## src/rtl/simd_alu_pkg.sv

```systemverilog
// Package: shared opcode type, opcode constants and decode helpers for the
// partitioned SIMD fixed-point ALU.
// Assumes a 5-bit opcode. Codes 1tttt form the logical group, where tttt is a
// truth table indexed by {a_bit, b_bit}.
package simd_alu_pkg;

    localparam int OPC_W = 5;

    typedef logic [OPC_W-1:0] opcode_t;

    localparam opcode_t OPC_ADD    = 5'b00000;
    localparam opcode_t OPC_SUB    = 5'b00001;
    localparam opcode_t OPC_CMPGT  = 5'b00100;
    localparam opcode_t OPC_CMPLE  = 5'b00101;
    localparam opcode_t OPC_CMPNE  = 5'b00110;
    localparam opcode_t OPC_CMPEQ  = 5'b00111;

    typedef enum logic [1:0] {
        REL_GT = 2'd0,
        REL_LE = 2'd1,
        REL_NE = 2'd2,
        REL_EQ = 2'd3
    } relation_t;

    // Lane add or subtract group
    function automatic logic opc_is_arith(opcode_t o);
        return o[4:1] == 4'b0000;
    endfunction

    // Lane compare group
    function automatic logic opc_is_cmp(opcode_t o);
        return o[4:2] == 3'b001;
    endfunction

    // Bitwise logical group
    function automatic logic opc_is_bool(opcode_t o);
        return o[4];
    endfunction

endpackage

```

## src/rtl/simd_lane_addsub.sv

```systemverilog
// Module: lane-partitioned adder/subtractor.
// Splits DATA_W into DATA_W/LANE_W independent lanes. Each lane computes
// a + b or a - b modulo 2^LANE_W, and no carry crosses a lane boundary.
// Assumes LANE_W divides DATA_W. The logic is purely combinational.
module simd_lane_addsub #(
    parameter int DATA_W = 64,
    parameter int LANE_W = 16
) (
    input  logic [DATA_W-1:0] op_a,
    input  logic [DATA_W-1:0] op_b,
    input  logic              do_sub,
    output logic [DATA_W-1:0] sum
);
    localparam int LANES = DATA_W / LANE_W;

    for (genvar g = 0; g < LANES; g++) begin : g_lane
        logic [LANE_W-1:0] a_l;
        logic [LANE_W-1:0] b_l;
        logic [LANE_W-1:0] b_eff;

        // Select the lane slices and invert b for subtraction
        always_comb begin
            a_l   = op_a[g*LANE_W +: LANE_W];
            b_l   = op_b[g*LANE_W +: LANE_W];
            b_eff = b_l ^ {LANE_W{do_sub}};
        end

        // Lane-local adder; the carry-in is the subtract flag and the carry-out is dropped
        assign sum[g*LANE_W +: LANE_W] = a_l + b_eff + LANE_W'(do_sub);
    end

endmodule

```

## src/rtl/simd_lane_cmp.sv

```systemverilog
// Module: lane-partitioned signed comparator.
// For each of the DATA_W/LANE_W lanes it reports signed greater-than and
// equality. The caller derives less-or-equal and not-equal from these.
// Assumes LANE_W divides DATA_W. The logic is purely combinational.
module simd_lane_cmp #(
    parameter int DATA_W = 64,
    parameter int LANE_W = 16,
    localparam int LANES = DATA_W / LANE_W
) (
    input  logic [DATA_W-1:0] op_a,
    input  logic [DATA_W-1:0] op_b,
    output logic [LANES-1:0]  gt,
    output logic [LANES-1:0]  eq
);

    for (genvar g = 0; g < LANES; g++) begin : g_lane
        logic signed [LANE_W-1:0] a_s;
        logic signed [LANE_W-1:0] b_s;

        // Interpret the lane slices as two's-complement values
        always_comb begin
            a_s = op_a[g*LANE_W +: LANE_W];
            b_s = op_b[g*LANE_W +: LANE_W];
        end

        // Signed relations for this lane
        assign gt[g] = a_s > b_s;
        assign eq[g] = a_s == b_s;
    end

endmodule

```

## src/rtl/simd_bool_unit.sv

```systemverilog
// Module: bitwise two-input Boolean function generator.
// Each result bit picks one entry of a 4-entry truth table, addressed by
// {a_bit, b_bit}, so all sixteen two-input functions share one mux per bit.
// The logic is purely combinational.
module simd_bool_unit #(
    parameter int DATA_W = 64
) (
    input  logic [DATA_W-1:0] op_a,
    input  logic [DATA_W-1:0] op_b,
    input  logic [3:0]        truth,
    output logic [DATA_W-1:0] res
);

    for (genvar i = 0; i < DATA_W; i++) begin : g_bit
        // Truth-table lookup for bit i
        assign res[i] = truth[{op_a[i], op_b[i]}];
    end

endmodule

```

## src/rtl/simd_fixed_alu.sv

```systemverilog
// Module: partitioned SIMD fixed-point ALU, the top of the block.
// Lane add/subtract, the sixteen bitwise functions and per-lane signed
// compares on packed operands. The results register one edge after issue.
// Assumes that NARROW_W and WIDE_W both divide DATA_W, that DATA_W/NARROW_W
// lanes fit in MASK_W, and that each lane width divides DATA_W/2. Reset is
// synchronous and active low.
module simd_fixed_alu
    import simd_alu_pkg::*;
#(
    parameter int DATA_W   = 64,
    parameter int NARROW_W = 16,
    parameter int WIDE_W   = 32,
    parameter int MASK_W   = 8
) (
    input  logic              clk,
    input  logic              rst_n,
    input  logic              in_valid,
    input  logic [4:0]        opcode,
    input  logic              wide_lanes,
    input  logic              single_w,
    input  logic [DATA_W-1:0] src_a,
    input  logic [DATA_W-1:0] src_b,
    output logic              out_valid,
    output logic [DATA_W-1:0] result,
    output logic [MASK_W-1:0] cmp_mask
);
    localparam int HALF_W      = DATA_W / 2;
    localparam int NARROW_LN   = DATA_W / NARROW_W;
    localparam int WIDE_LN     = DATA_W / WIDE_W;
    localparam int NARROW_HALF = NARROW_LN / 2;

    logic [DATA_W-1:0]    sum_n, sum_w, bool_res;
    logic [NARROW_LN-1:0] gt_n, eq_n;
    logic [WIDE_LN-1:0]   gt_w, eq_w;
    logic [DATA_W-1:0]    nxt_res;
    logic [MASK_W-1:0]    nxt_mask;
    logic [MASK_W-1:0]    rel_mask;
    relation_t            rel;

    simd_lane_addsub #(.DATA_W(DATA_W), .LANE_W(NARROW_W)) u_add_n (
        .op_a(src_a), .op_b(src_b), .do_sub(opcode[0]), .sum(sum_n)
    );
    simd_lane_addsub #(.DATA_W(DATA_W), .LANE_W(WIDE_W)) u_add_w (
        .op_a(src_a), .op_b(src_b), .do_sub(opcode[0]), .sum(sum_w)
    );
    simd_lane_cmp #(.DATA_W(DATA_W), .LANE_W(NARROW_W)) u_cmp_n (
        .op_a(src_a), .op_b(src_b), .gt(gt_n), .eq(eq_n)
    );
    simd_lane_cmp #(.DATA_W(DATA_W), .LANE_W(WIDE_W)) u_cmp_w (
        .op_a(src_a), .op_b(src_b), .gt(gt_w), .eq(eq_w)
    );
    simd_bool_unit #(.DATA_W(DATA_W)) u_bool (
        .op_a(src_a), .op_b(src_b), .truth(opcode[3:0]), .res(bool_res)
    );

    assign rel = relation_t'(opcode[1:0]);

    // Turn the lane relations of the selected width into a zero-extended mask
    always_comb begin
        rel_mask = '0;
        if (wide_lanes) begin
            case (rel)
                REL_GT:  rel_mask = MASK_W'(gt_w);
                REL_LE:  rel_mask = MASK_W'(~gt_w);
                REL_NE:  rel_mask = MASK_W'(~eq_w);
                default: rel_mask = MASK_W'(eq_w);
            endcase
        end else begin
            case (rel)
                REL_GT:  rel_mask = MASK_W'(gt_n);
                REL_LE:  rel_mask = MASK_W'(~gt_n);
                REL_NE:  rel_mask = MASK_W'(~eq_n);
                default: rel_mask = MASK_W'(eq_n);
            endcase
        end
    end

    // Choose the group output, then trim it to the low half in single-width mode
    always_comb begin
        int active;
        nxt_res  = '0;
        nxt_mask = '0;
        active   = wide_lanes ? WIDE_LN : NARROW_LN;
        if (single_w) begin
            active = active / 2;
        end
        if (opc_is_arith(opcode)) begin
            nxt_res = wide_lanes ? sum_w : sum_n;
        end else if (opc_is_bool(opcode)) begin
            nxt_res = bool_res;
        end else if (opc_is_cmp(opcode)) begin
            for (int k = 0; k < MASK_W; k++) begin
                nxt_mask[k] = (k < active) ? rel_mask[k] : 1'b0;
            end
        end
        if (single_w) begin
            nxt_res[DATA_W-1:HALF_W] = '0;
        end
    end

    // Output registers: load on issue, hold otherwise, clear on reset
    always_ff @(posedge clk) begin
        if (!rst_n) begin
            result    <= '0;
            cmp_mask  <= '0;
            out_valid <= 1'b0;
        end else begin
            out_valid <= in_valid;
            if (in_valid) begin
                result   <= nxt_res;
                cmp_mask <= nxt_mask;
            end
        end
    end

    // valid strobe follows issue by one edge
    a_r2_valid_follows: assert property (@(posedge clk) disable iff (!rst_n)
        in_valid |=> out_valid);
    a_r2_valid_drops: assert property (@(posedge clk) disable iff (!rst_n)
        !in_valid |=> !out_valid);
    // outputs hold while nothing is issued
    a_r2_hold: assert property (@(posedge clk) disable iff (!rst_n)
        !in_valid |=> ($stable(result) && $stable(cmp_mask)));
    // a zero narrow lane 1 in both operands stays zero whatever lane 0 carries out
    a_r3_no_carry: assert property (@(posedge clk) disable iff (!rst_n)
        (in_valid && opcode == OPC_ADD && !wide_lanes
         && src_a[2*NARROW_W-1:NARROW_W] == '0 && src_b[2*NARROW_W-1:NARROW_W] == '0)
        |=> result[2*NARROW_W-1:NARROW_W] == '0);
    // upper half of the result is cleared in single-width mode
    a_r7_upper_zero: assert property (@(posedge clk) disable iff (!rst_n)
        (in_valid && single_w) |=> result[DATA_W-1:HALF_W] == '0);
    // single-width compares set no bit for an upper-half lane
    a_r7_mask_low: assert property (@(posedge clk) disable iff (!rst_n)
        (in_valid && single_w && opc_is_cmp(opcode))
        |=> cmp_mask[MASK_W-1:NARROW_HALF] == '0);
    // non-compare operations leave the mask clear
    a_r8_mask_zero: assert property (@(posedge clk) disable iff (!rst_n)
        (in_valid && !opc_is_cmp(opcode)) |=> cmp_mask == '0);

endmodule

```

## config.mk

```make
export PLATFORM = sky130hd
export DESIGN_NAME = simd_fixed_alu
export DESIGN_NICKNAME = d
export VERILOG_FILES = /design/src/rtl/simd_alu_pkg.sv /design/src/rtl/simd_lane_addsub.sv /design/src/rtl/simd_lane_cmp.sv /design/src/rtl/simd_bool_unit.sv /design/src/rtl/simd_fixed_alu.sv
export SDC_FILE = /design/constraint.sdc
export NUM_CORES = 1
export LEC_CHECK = 0
export BUFFER_PORTS_ARGS = -buffer_cell sky130_fd_sc_hd__buf_2
export CORE_MARGIN = 2
export CORE_UTILIZATION = 52
export DETAILED_ROUTE_END_ITERATION = 12
export PLACE_DENSITY = 0.82
export RECOVER_POWER = 100
export SYNTH_ARGS = -nofsm -noshare
export SYNTH_HDL_FRONTEND = slang
export SYNTH_SLANG_ARGS = --single-unit
```

## constraint.sdc

```tcl
create_clock -name clk -period 4.7 [get_ports clk]
set_clock_uncertainty 0.05 [all_clocks]
set_input_delay 1.175 -clock clk [delete_from_list [all_inputs] [get_ports clk]]
set_output_delay 1.175 -clock clk [all_outputs]
set_load 0.05 [all_outputs]
```

# Word level (Yosys, flattened, before mapping)
# Cells that the tools add are included.
word_totals:
  register_bits: 73
  input_bits: 138
  out_inout_bits: 73
op_classes:
  addsub: 13
  magnitude_cmp: 78
  n_eq_ne: 9
  n_mux: 148
  bitwise: 11
  n_reduce_logical: 2
ops:
  columns: ["cell", "n"]
  rows:
  - ["< comparator 2 x 3 -> 1 bit (second input constant)", 64]
  - ["two-way mux 64 bit", 3]
  - ["binary-select mux 1 bit (select 2 bit)", 64]
  - ["< comparator 4 x 32 -> 1 bit (first input constant)", 4]
  - ["adder 32 x 1 -> 32 bit", 3]
  - ["two-way mux 1 bit", 72]
  - ["adder 16 x 1 -> 16 bit", 4]
  - ["adder 16 bit", 4]
  - ["adder 32 bit", 2]
  - ["equality test 16 bit", 4]
  - ["equality test 32 bit", 2]
  - ["> comparator 16 bit", 4]
  - ["> comparator 32 bit", 2]
  - ["< comparator 3 x 32 -> 1 bit (first input constant)", 2]
  - ["two-way mux 32 bit", 2]
  - ["bitwise XOR 16 bit", 4]
  - ["bitwise XOR 32 bit", 2]
  - ["case mux 8 bit (3 select lines)", 2]
  - ["< comparator 1 x 32 -> 1 bit (first input constant)", 1]
  - ["< comparator 2 x 32 -> 1 bit (first input constant)", 1]
  - ["two-way mux 8 bit", 4]
  - ["inverter 2 -> 8 bit", 2]
  - ["inverter 4 -> 8 bit", 2]
  - ["logical NOT 4 bit", 1]
  - ["6 further kinds", 6]

# Logic depth before layout (Yosys ltp)
# Gate-level depths: netlist of run 1.
depth:
  word_depth: 9
  mapped_depth: 15
  depth_no_buf: 12

# Modules after synthesis
# Synthesis of run 1 repeated with hierarchy kept, for this count alone.
unflattened:
  hier_cells: 2017
  hier_area_um2: 16509.6
modules_own_cells:
  columns: ["module", "n_inst", "cells_per_inst", "area_per_inst_um2"]
  rows:
  - ["simd_lane_addsub (u_add_w)", 1, 563, 4098.9]
  - ["simd_fixed_alu", 1, 432, 3951.3]
  - ["simd_lane_addsub (u_add_n)", 1, 469, 3554.7]
  - ["simd_lane_cmp (u_cmp_n)", 1, 234, 1662.8]
  - ["simd_lane_cmp (u_cmp_w)", 1, 228, 1637.8]
  - ["simd_bool_unit", 1, 91, 1604.0]

# Worst setup path after synthesis of run 1
# OpenSTA, ideal clock, no wires.
synth_timing:
  kind: "input to register"
  from: "in opcode[0]"
  to: "reg result[28]"
  arrival_time_ps: 4503
  t_required_ps: 4513
  slack_ps: 11
  stages: 14
  n_path_buf: 3
  path_cell_list: "clkbuf_1 clkbuf_1 buf_1 xor2_1 fa_1 a211o_1 a2111o_1 nand4_1 a32oi_2 a21oi_4 o311a_2 nor3_1 o31ai_1 a31oi_1"
synth_between:
  elab_chain_cells: 5
  elab_cells_between_ends: 11
  cone_classes: "4 x add/sub; 5 x mux; 2 x bitwise"
synth_rtl:
  columns: ["element", "line_no", "text"]
  rows:
  - ["start, declared", "simd_fixed_alu.sv:18", "input logic [4:0] opcode,"]
  - ["bitwise XOR 32 bit / bitwise XOR 16 bit (equally long branches)", "simd_lane_addsub.sv:25", "b_eff = b_l ^ {LANE_W{do_sub}};"]
  - ["adder 32 bit / adder 16 bit (equally long branches)", "simd_lane_addsub.sv:29", "assign sum[g*LANE_W +: LANE_W] = a_l + b_eff + LANE_W'(do_sub);"]
  - ["adder 32 x 1 -> 32 bit / adder 16 x 1 -> 16 bit (equally long branches)", "simd_lane_addsub.sv:29", null]
  - ["two-way mux 64 bit", "simd_fixed_alu.sv:88", "nxt_res = wide_lanes ? sum_w : sum_n;"]
  - ["two-way mux 64 bit (*)", "simd_fixed_alu.sv:87", "if (opc_is_arith(opcode)) begin"]
  - ["end signal, assigned", "simd_fixed_alu.sv:110", "result <= nxt_res;"]
  - ["end, declared", "simd_fixed_alu.sv:24", "output logic [DATA_W-1:0] result,"]
# Mark *: on every way between the ends. The rest lies on a longest branch, timed or not. The select of a mux whose other input is x is not followed.
# A chain may end at the register's enable or synchronous reset.

# Worst setup path after layout of run 1
# Same ends and word-level chain as after synthesis.

==> metrics.md, run 1 <==
| Metric | Value |
|---|---|
| Status | `finished, violations left` |
| Violated checks | `capacitance limit, slew limit` |
| Via-to-Cell Ratio | `6.247` |
| Post-synth ARST share | `0%` |
| Critical path peak fanout | `29` |
| Fin util | `60.58%` |
| Adder-cell share of the synthesized area | `16.82%` |
| Minimum clock period after layout | `4247 ps` |
| First-pass GRT wire length | `50,760 um` |
| Largest family of logic cells by synthesized area | `compound AO/OA/AOI/OAI gates` |
| Crit share post-route | `90.35%` |
| Dpl ws | `268.1 ps` |
| Final setup fails | `0` |
| Clock root cell | `clkbuf_16` |
| Die Area | `21,230 um2` |
| Post-DP HPWL | `23,380 um` |
| Initial Util | `53.31%` |
| Top-area cell type share of the netlist area | `16.06%` |
| Number of port buffers | `209` |
| Tot GR Track Use | `29.04%` |
| Hold Crit Class | `reg -> reg` |
| Largest net degree at the start of global routing | `69` |
| Max_cap viols | `1` |
| Layout overhead on the synthesized area | `13.65%` |
| Synth Area in XOR/XNOR | `9.897%` |
| Post-route setup slack | `453.4 ps` |
| Synth cell types | `82` |
| Simple-Gate Fraction of Synth Area | `11.92%` |
| R2R Setup Slk | `3670 ps` |
| Clock transition at path regs | `70 ps` |
| Reg-to-reg startpoint | `result[31]` |
| Total gr overflow | `0` |
| Fin. Hold Viols | `0` |
| Sequential cell area fraction in the yosys report | `13.80%` |
| Final TNS setup | `0 ps` |
| Number of global-route vias before repair | `10,120` |
| Die W | `145.7 um` |
| Post-DR wirelength/cell | `18.71 um` |
| Final Non-Filler Cells | `1,671` |
| Final Power | `2.893 mW` |
| Most frequent cells in the layout | `136 x buf_2, 134 x ha_1, 102 x a21oi_1, 98 x o21ai_0, 95 x inv_1` |
| Rows | `51` |
| Most common cell after layout, fill and taps aside | `buf_2` |
| Fraction of synthesized area in multiplexers | `14.95%` |
| Overall routed net length | `31,260 um` |
| Post-Syn Nets | `1,514` |
| Post-CTS Setup Bufs | `0` |
| Power density over the cells | `243.8 nW/um2` |
| Primary FF master, synth | `dfxtp_1` |
| Hold Crit Depth | `2` |
| Slew HR | `-71.13%` |
| Reg-to-Reg End | `result[31]` |
| Max clock buf depth | `2` |
| HP Start | `result[43]` |
| Top cell type by total area after synthesis | `ha_1` |
| Synth Area in Compound Gates | `26.28%` |
| Layout cells sized above 1 | `17.65%` |
| I/O pin count | `211` |
| TritonRoute pass-1 iters | `7` |
| H-tree levels | `3` |
| CTS sink cnt | `72` |
| Final hold slack | `401.2 ps` |
| Average size of a mapped cell | `8.435 um2` |
| Synth top area cells | `ha_1 16%, dfxtp_1 14%, mux4_2 13%, xor2_1 6.8%, a21oi_1 4.9%` |
| Final Max Slew Viols | `69` |
| Net count, final | `1,676` |
| Skew-Pair Late Insertion Delay | `350 ps` |
| Cell count after synthesis | `1,238` |
| Placed Instances | `1,654` |
| Initial antenna violation count | `3` |
| CORE AREA | `19,590 um2` |
| Critical Path End Type | `flip-flop` |
| Worst IR drop on VDD | `0.0001717 V` |
| Worst Tran Pin Value | `2567 ps` |
| Unrepaired setup endpoints after global routing | `no` |
| R2R cell count | `3` |
| Worst Hold End | `result[43]` |
| Arrival time at the worst endpoint | `4300 ps` |
| Iteration-0 DRC Markers | `685` |
| Maximum clock frequency | `235.5 MHz` |
| Number of synthesized flops with an enable pin | `0` |
| Yosys warns | `0` |
| RD Place Congestion | `0.9761` |
| Routed Antenna Nets | `0` |
| CP Class | `in -> reg` |
| Leakage | `5.397 nW` |
| Worst path required time | `4750 ps` |
| CTS tree | `built` |
| Flops & latches, synth | `72` |
| Inserted Clock Buffers | `9` |
| Synthesized area | `10,440 um2` |
| Die span in y | `145.7 um` |
| Vias | `10,440` |
| Placed cell area | `11,650 um2` |
| # DRC | `0` |
| # resized after CTS | `0` |
| Finished layout cell area | `11,870 um2` |
| CP Launch Type | `input port` |
| Hold buffer count at CTS | `0` |
## per-layer routing
metal  up-vias  wire length, um  global-route usage, %
met2       483            14800                  49.53
met5         -               29                      0
li1       4963                -                      -
met3        66             2643                  5.078
met1      4922            13020                  37.43
met4         4              763                  9.216
## synth_stat cells, types with 7 or more instances
master     number
and2_1          9
dfxtp_1        72
o211a_1         9
a21o_1         39
a21oi_1       102
nand4_1        17
and3_1          9
o211ai_1       14
inv_1          95
o21bai_1       11
o21a_1         10
xor2_1         81
o21ai_0        97
ha_1          134
nor2_1         44
nor2b_1         9
mux2i_1         9
a31oi_1        13
a211o_1         9
a22oi_1        45
nand3_1        20
nor3_1         23
nand2_1        85
xnor2_1        37
a2111oi_0       7
clkbuf_1       62
a211oi_1        8
mux4_2         62
## area by class of cell
| type | count | area, um2 |
|---|---|---|
| clock buffers | 13 | 250.2 |
| flip-flops and latches | 72 | 1441 |
| diodes | 1 | 2.502 |
| multi-input cells | 996 | 8347 |
| clock inverters | 3 | 65.06 |
| well taps | 265 | 331.6 |
| fillers | 1801 | 7722 |
| inverters | 96 | 360.3 |
| repair buffers | 225 | 1070 |
## cell families (layout without fill, tap and decap cells)
group / after synthesis / count (layout)
compound gates: 411 / 411
simple gates: 252 / 252
buf+inv: 170 / 337
fa+ha+maj: 138 / 138
xor+xnor: 118 / 118
mux: 76 / 76
flops: 72 / 72
other cells: 1 / 2
## worst max path at each step
stage	startpoint	end	slack (ps)	cells after the start
6_report	opcode[0]	result[28]	450	13
5_1_grt	in_valid	cmp_mask[0]	190	8
4_1_cts	opcode[0]	result[28]	600	13
3_5_place_dp	opcode[0]	result[28]	270	13
3_3_place_gp	opcode[0]	result[28]	350	13
2_1_floorplan	opcode[0]	result[28]	10	14
## flip-flops by register name (all words and copies together) (netlist names)
signal and count:
out_valid 1, cmp_mask 7, result 64
## report_power, final
group          internal (mW)  switching (mW)
Clock                  0.481           0.303
Sequential             0.641          0.0165
Combinational          0.594           0.858
## worst max-delay path, cell delays in order
cell and delay [ps]:
buf_4 370, buf_4 290, xor2_1 100, ha_1 330, nand2_1 80, nor2_1 250
nand4_1 190, a32oi_2 420, a21oi_4 130, o311a_2 420, and4b_1 190, o31ai_1 210
a31oi_1 110
Note: power is estimated with default switching activity, not from simulation.
==> run 2: changes to the inputs <==
--- a/config.mk
+++ b/config.mk
@@ -5,10 +5,10 @@
 export SDC_FILE = /design/constraint.sdc
 export NUM_CORES = 1
 export LEC_CHECK = 0
-export BUFFER_PORTS_ARGS = -buffer_cell sky130_fd_sc_hd__buf_2
 export CORE_MARGIN = 2
-export CORE_UTILIZATION = 52
+export CORE_UTILIZATION = 60
 export DETAILED_ROUTE_END_ITERATION = 12
+export DONT_BUFFER_PORTS = 1
 export PLACE_DENSITY = 0.82
 export RECOVER_POWER = 100
 export SYNTH_ARGS = -nofsm -noshare
==> constraint.sdc (replaced) <==
create_clock -name clk -period 3.9 [get_ports clk]
set_clock_uncertainty 0.05 [all_clocks]
set_input_delay 0.975 -clock clk [delete_from_list [all_inputs] [get_ports clk]]
set_output_delay 0.975 -clock clk [all_outputs]
set_load 0.05 [all_outputs]
==> metrics.md, run 2 (synthesis results as in run 1) <==
| Metric | Value |
|---|---|
| Status | `finished, violations left` |
| Violated checks | `capacitance limit, slew limit` |
| Leakage | `4.687 nW (-13%)` |
| CORE AREA | `17,180 um2 (-12%)` |
| Minimum clock period after layout | `3873 ps` |
| Critical Path End Type | `flip-flop` |
| Slowest-stage cell, CP | `a2111o_1` |
| Worst Tran Pin Value | `2057 ps (-509.9 ps)` |
| # DRC | `0 (unchanged)` |
| Most frequent cells in the layout | `134 x ha_1, 102 x a21oi_1, 100 x o21ai_0, 95 x inv_1, 85 x nand2_1` |
| Die Area | `18,480 um2 (-13%)` |
| Die span in y | `135.9 um (-6.7%)` |
| Slew HR | `-37.14% (+34 points)` |
| Overall routed net length | `29,800 um (-4.7%)` |
| Final Max Slew Viols | `76 (+10%)` |
| Initial Util | `60.80% (+7.5 points)` |
| Number of port buffers | `0 (-100%)` |
| TritonRoute pass-1 iters | `5 (-2)` |
| Max clock buf depth | `2 (unchanged)` |
| Routed Antenna Nets | `0 (unchanged)` |
| Power density over the cells | `287.8 nW/um2 (+18%)` |
| CP Class | `in -> reg` |
| Post-DR wirelength/cell | `21.16 um (+13%)` |
| Tot GR Track Use | `31.42% (+2.4 points)` |
| # resized after CTS | `0 (unchanged)` |
| Initial antenna violation count | `0 (-3)` |
| Rows | `48 (-5.9%)` |
| Max FFs per register | `64 (unchanged)` |
| Largest Register | `result` |
| Iteration-0 DRC Markers | `892 (+30%)` |
| Crit share post-route | `99.32%` |
| Clock root cell | `clkbuf_16` |
| Arrival time at the worst endpoint | `4090 ps (-210 ps)` |
| Placed cell area | `10,490 um2 (-10%)` |
| Worst IR drop on VDD | `0.0002085 V (+21%)` |
| Final Power | `3.073 mW (+6.2%)` |
| Largest registers | `result: 64 flops, cmp_mask: 7 flops, out_valid: 1 flops` |
| Net count, final | `1,455 (-13%)` |
| I/O pin count | `211 (unchanged)` |
| RD Place Congestion | `0.9401 (-3.7%)` |
| Max_cap viols | `2 (+1)` |
| CTS sink cnt | `72 (unchanged)` |
| Finished layout cell area | `10,680 um2 (-10%)` |
| Ant diodes | `0 (-1)` |
| Critical-path cell list | `mux2_4 > fa_1 > a211o_1 > a2111o_1 > nand4_1 > a32oi_2 > a21oi_4 > o311a_2 > and4b_1 > o31ai_1 > a31oi_1` |
| Worst path required time | `4110 ps (-640 ps)` |
| Fin. Hold Viols | `0 (unchanged)` |
| Layout overhead on the synthesized area | `2.241%` |
| Vias | `9,615 (-7.9%)` |
| Hold Crit Class | `reg -> reg` |
| H-tree levels | `3 (unchanged)` |
| Filler cells | `1,507 (-16%)` |
| CTS tree | `built` |
| Skew-Pair Late Insertion Delay | `340 ps (about the same)` |
| Inserted Clock Buffers | `9 (unchanged)` |
| Post-CTS Setup Bufs | `0 (unchanged)` |
| Clock transition at path regs | `60 ps (about the same)` |
| Dpl ws | `115.8 ps (-152.3 ps)` |
| Layout cells sized above 1 | `7.946% (-9.7 points)` |
| Hold buffer count at CTS | `0 (unchanged)` |
| Post-route setup slack | `26.64 ps (-426.7 ps)` |
| Post-DP HPWL | `21,220 um (-9.3%)` |
| Largest net degree at the start of global routing | `134 (+94%)` |
| Most common cell after layout, fill and taps aside | `ha_1` |
| First-pass GRT wire length | `46,580 um (-8.2%)` |
| Via-to-Cell Ratio | `6.829 (+9.3%)` |
| CP max stage delay | `460 ps (+40 ps)` |
| Die W | `135.9 um (-6.7%)` |
| Total gr overflow | `0 (unchanged)` |
| Number of global-route vias before repair | `9,185 (-9.2%)` |
| Final setup fails | `0 (unchanged)` |
| Maximum clock frequency | `258.2 MHz` |
| Critical path peak fanout | `133 (+360%)` |
| CP Launch Type | `input port` |
| Unrepaired setup endpoints after global routing | `no` |
run 2: final timing paths:
check / endpoint / slack, ps / cells past startpoint / start
worst max-delay path: result[28] / 30 / 11 / opcode[0]
worst min-delay path: cmp_mask[5] / 650 / 2 / cmp_mask[5]
worst max register to register: result[27] / 2670 / 3 / result[27]
worst min register to register: cmp_mask[5] / 650 / 2 / cmp_mask[5]
run 2: cell type report:
cell class	count	area [um2]	share of cell area, %
clock buffer	12	256.5	2.402
clock inverter	3	17.52	0.1641
inverter	96	360.3	3.375
multi-input combinational	996	8293	77.67
sequential	72	1441	13.50
tap	225	281.5	2.637
timing repair buffer	4	26.28	0.2461
run 2: per-layer routing:
layer | wire length, um | GRT usage, % | part of all wire [%]
met5 | 0 | 0 | 0
met4 | 807 | 11.46 | 2.7
met3 | 3200 | 8.203 | 11
met2 | 14290 | 53.31 | 48
met1 | 11510 | 38.42 | 39
run 2: through the flow:
step	util (%)	hold WS, ps	setup TNS, ps	cells
after floorplan	-	611.4	-26.17	1238
after CTS	62.67	642.4	0	1408
final	62.16	645.1	0	1408
after detailed placement	61.08	635.6	0	1393
after global placement	61.08	630.2	0	1393
after global routing	62.16	662.6	0	1408
run 2: worst max-delay path: cells and delay by family:
kind / cells / cell delay (ps)
AOI/OAI and AO/OA: 7 / 1840
muxes: 1 / 380
and+or+nand+nor: 2 / 320
adders and majority gates: 1 / 430
run 2: where the power goes:
part	internal, mW	total, mW	switching [mW]	leakage, nW
logic	0.639	1.34	0.702	3.96
registers	0.773	0.927	0.154	0.589
clock network	0.461	0.805	0.344	0.134
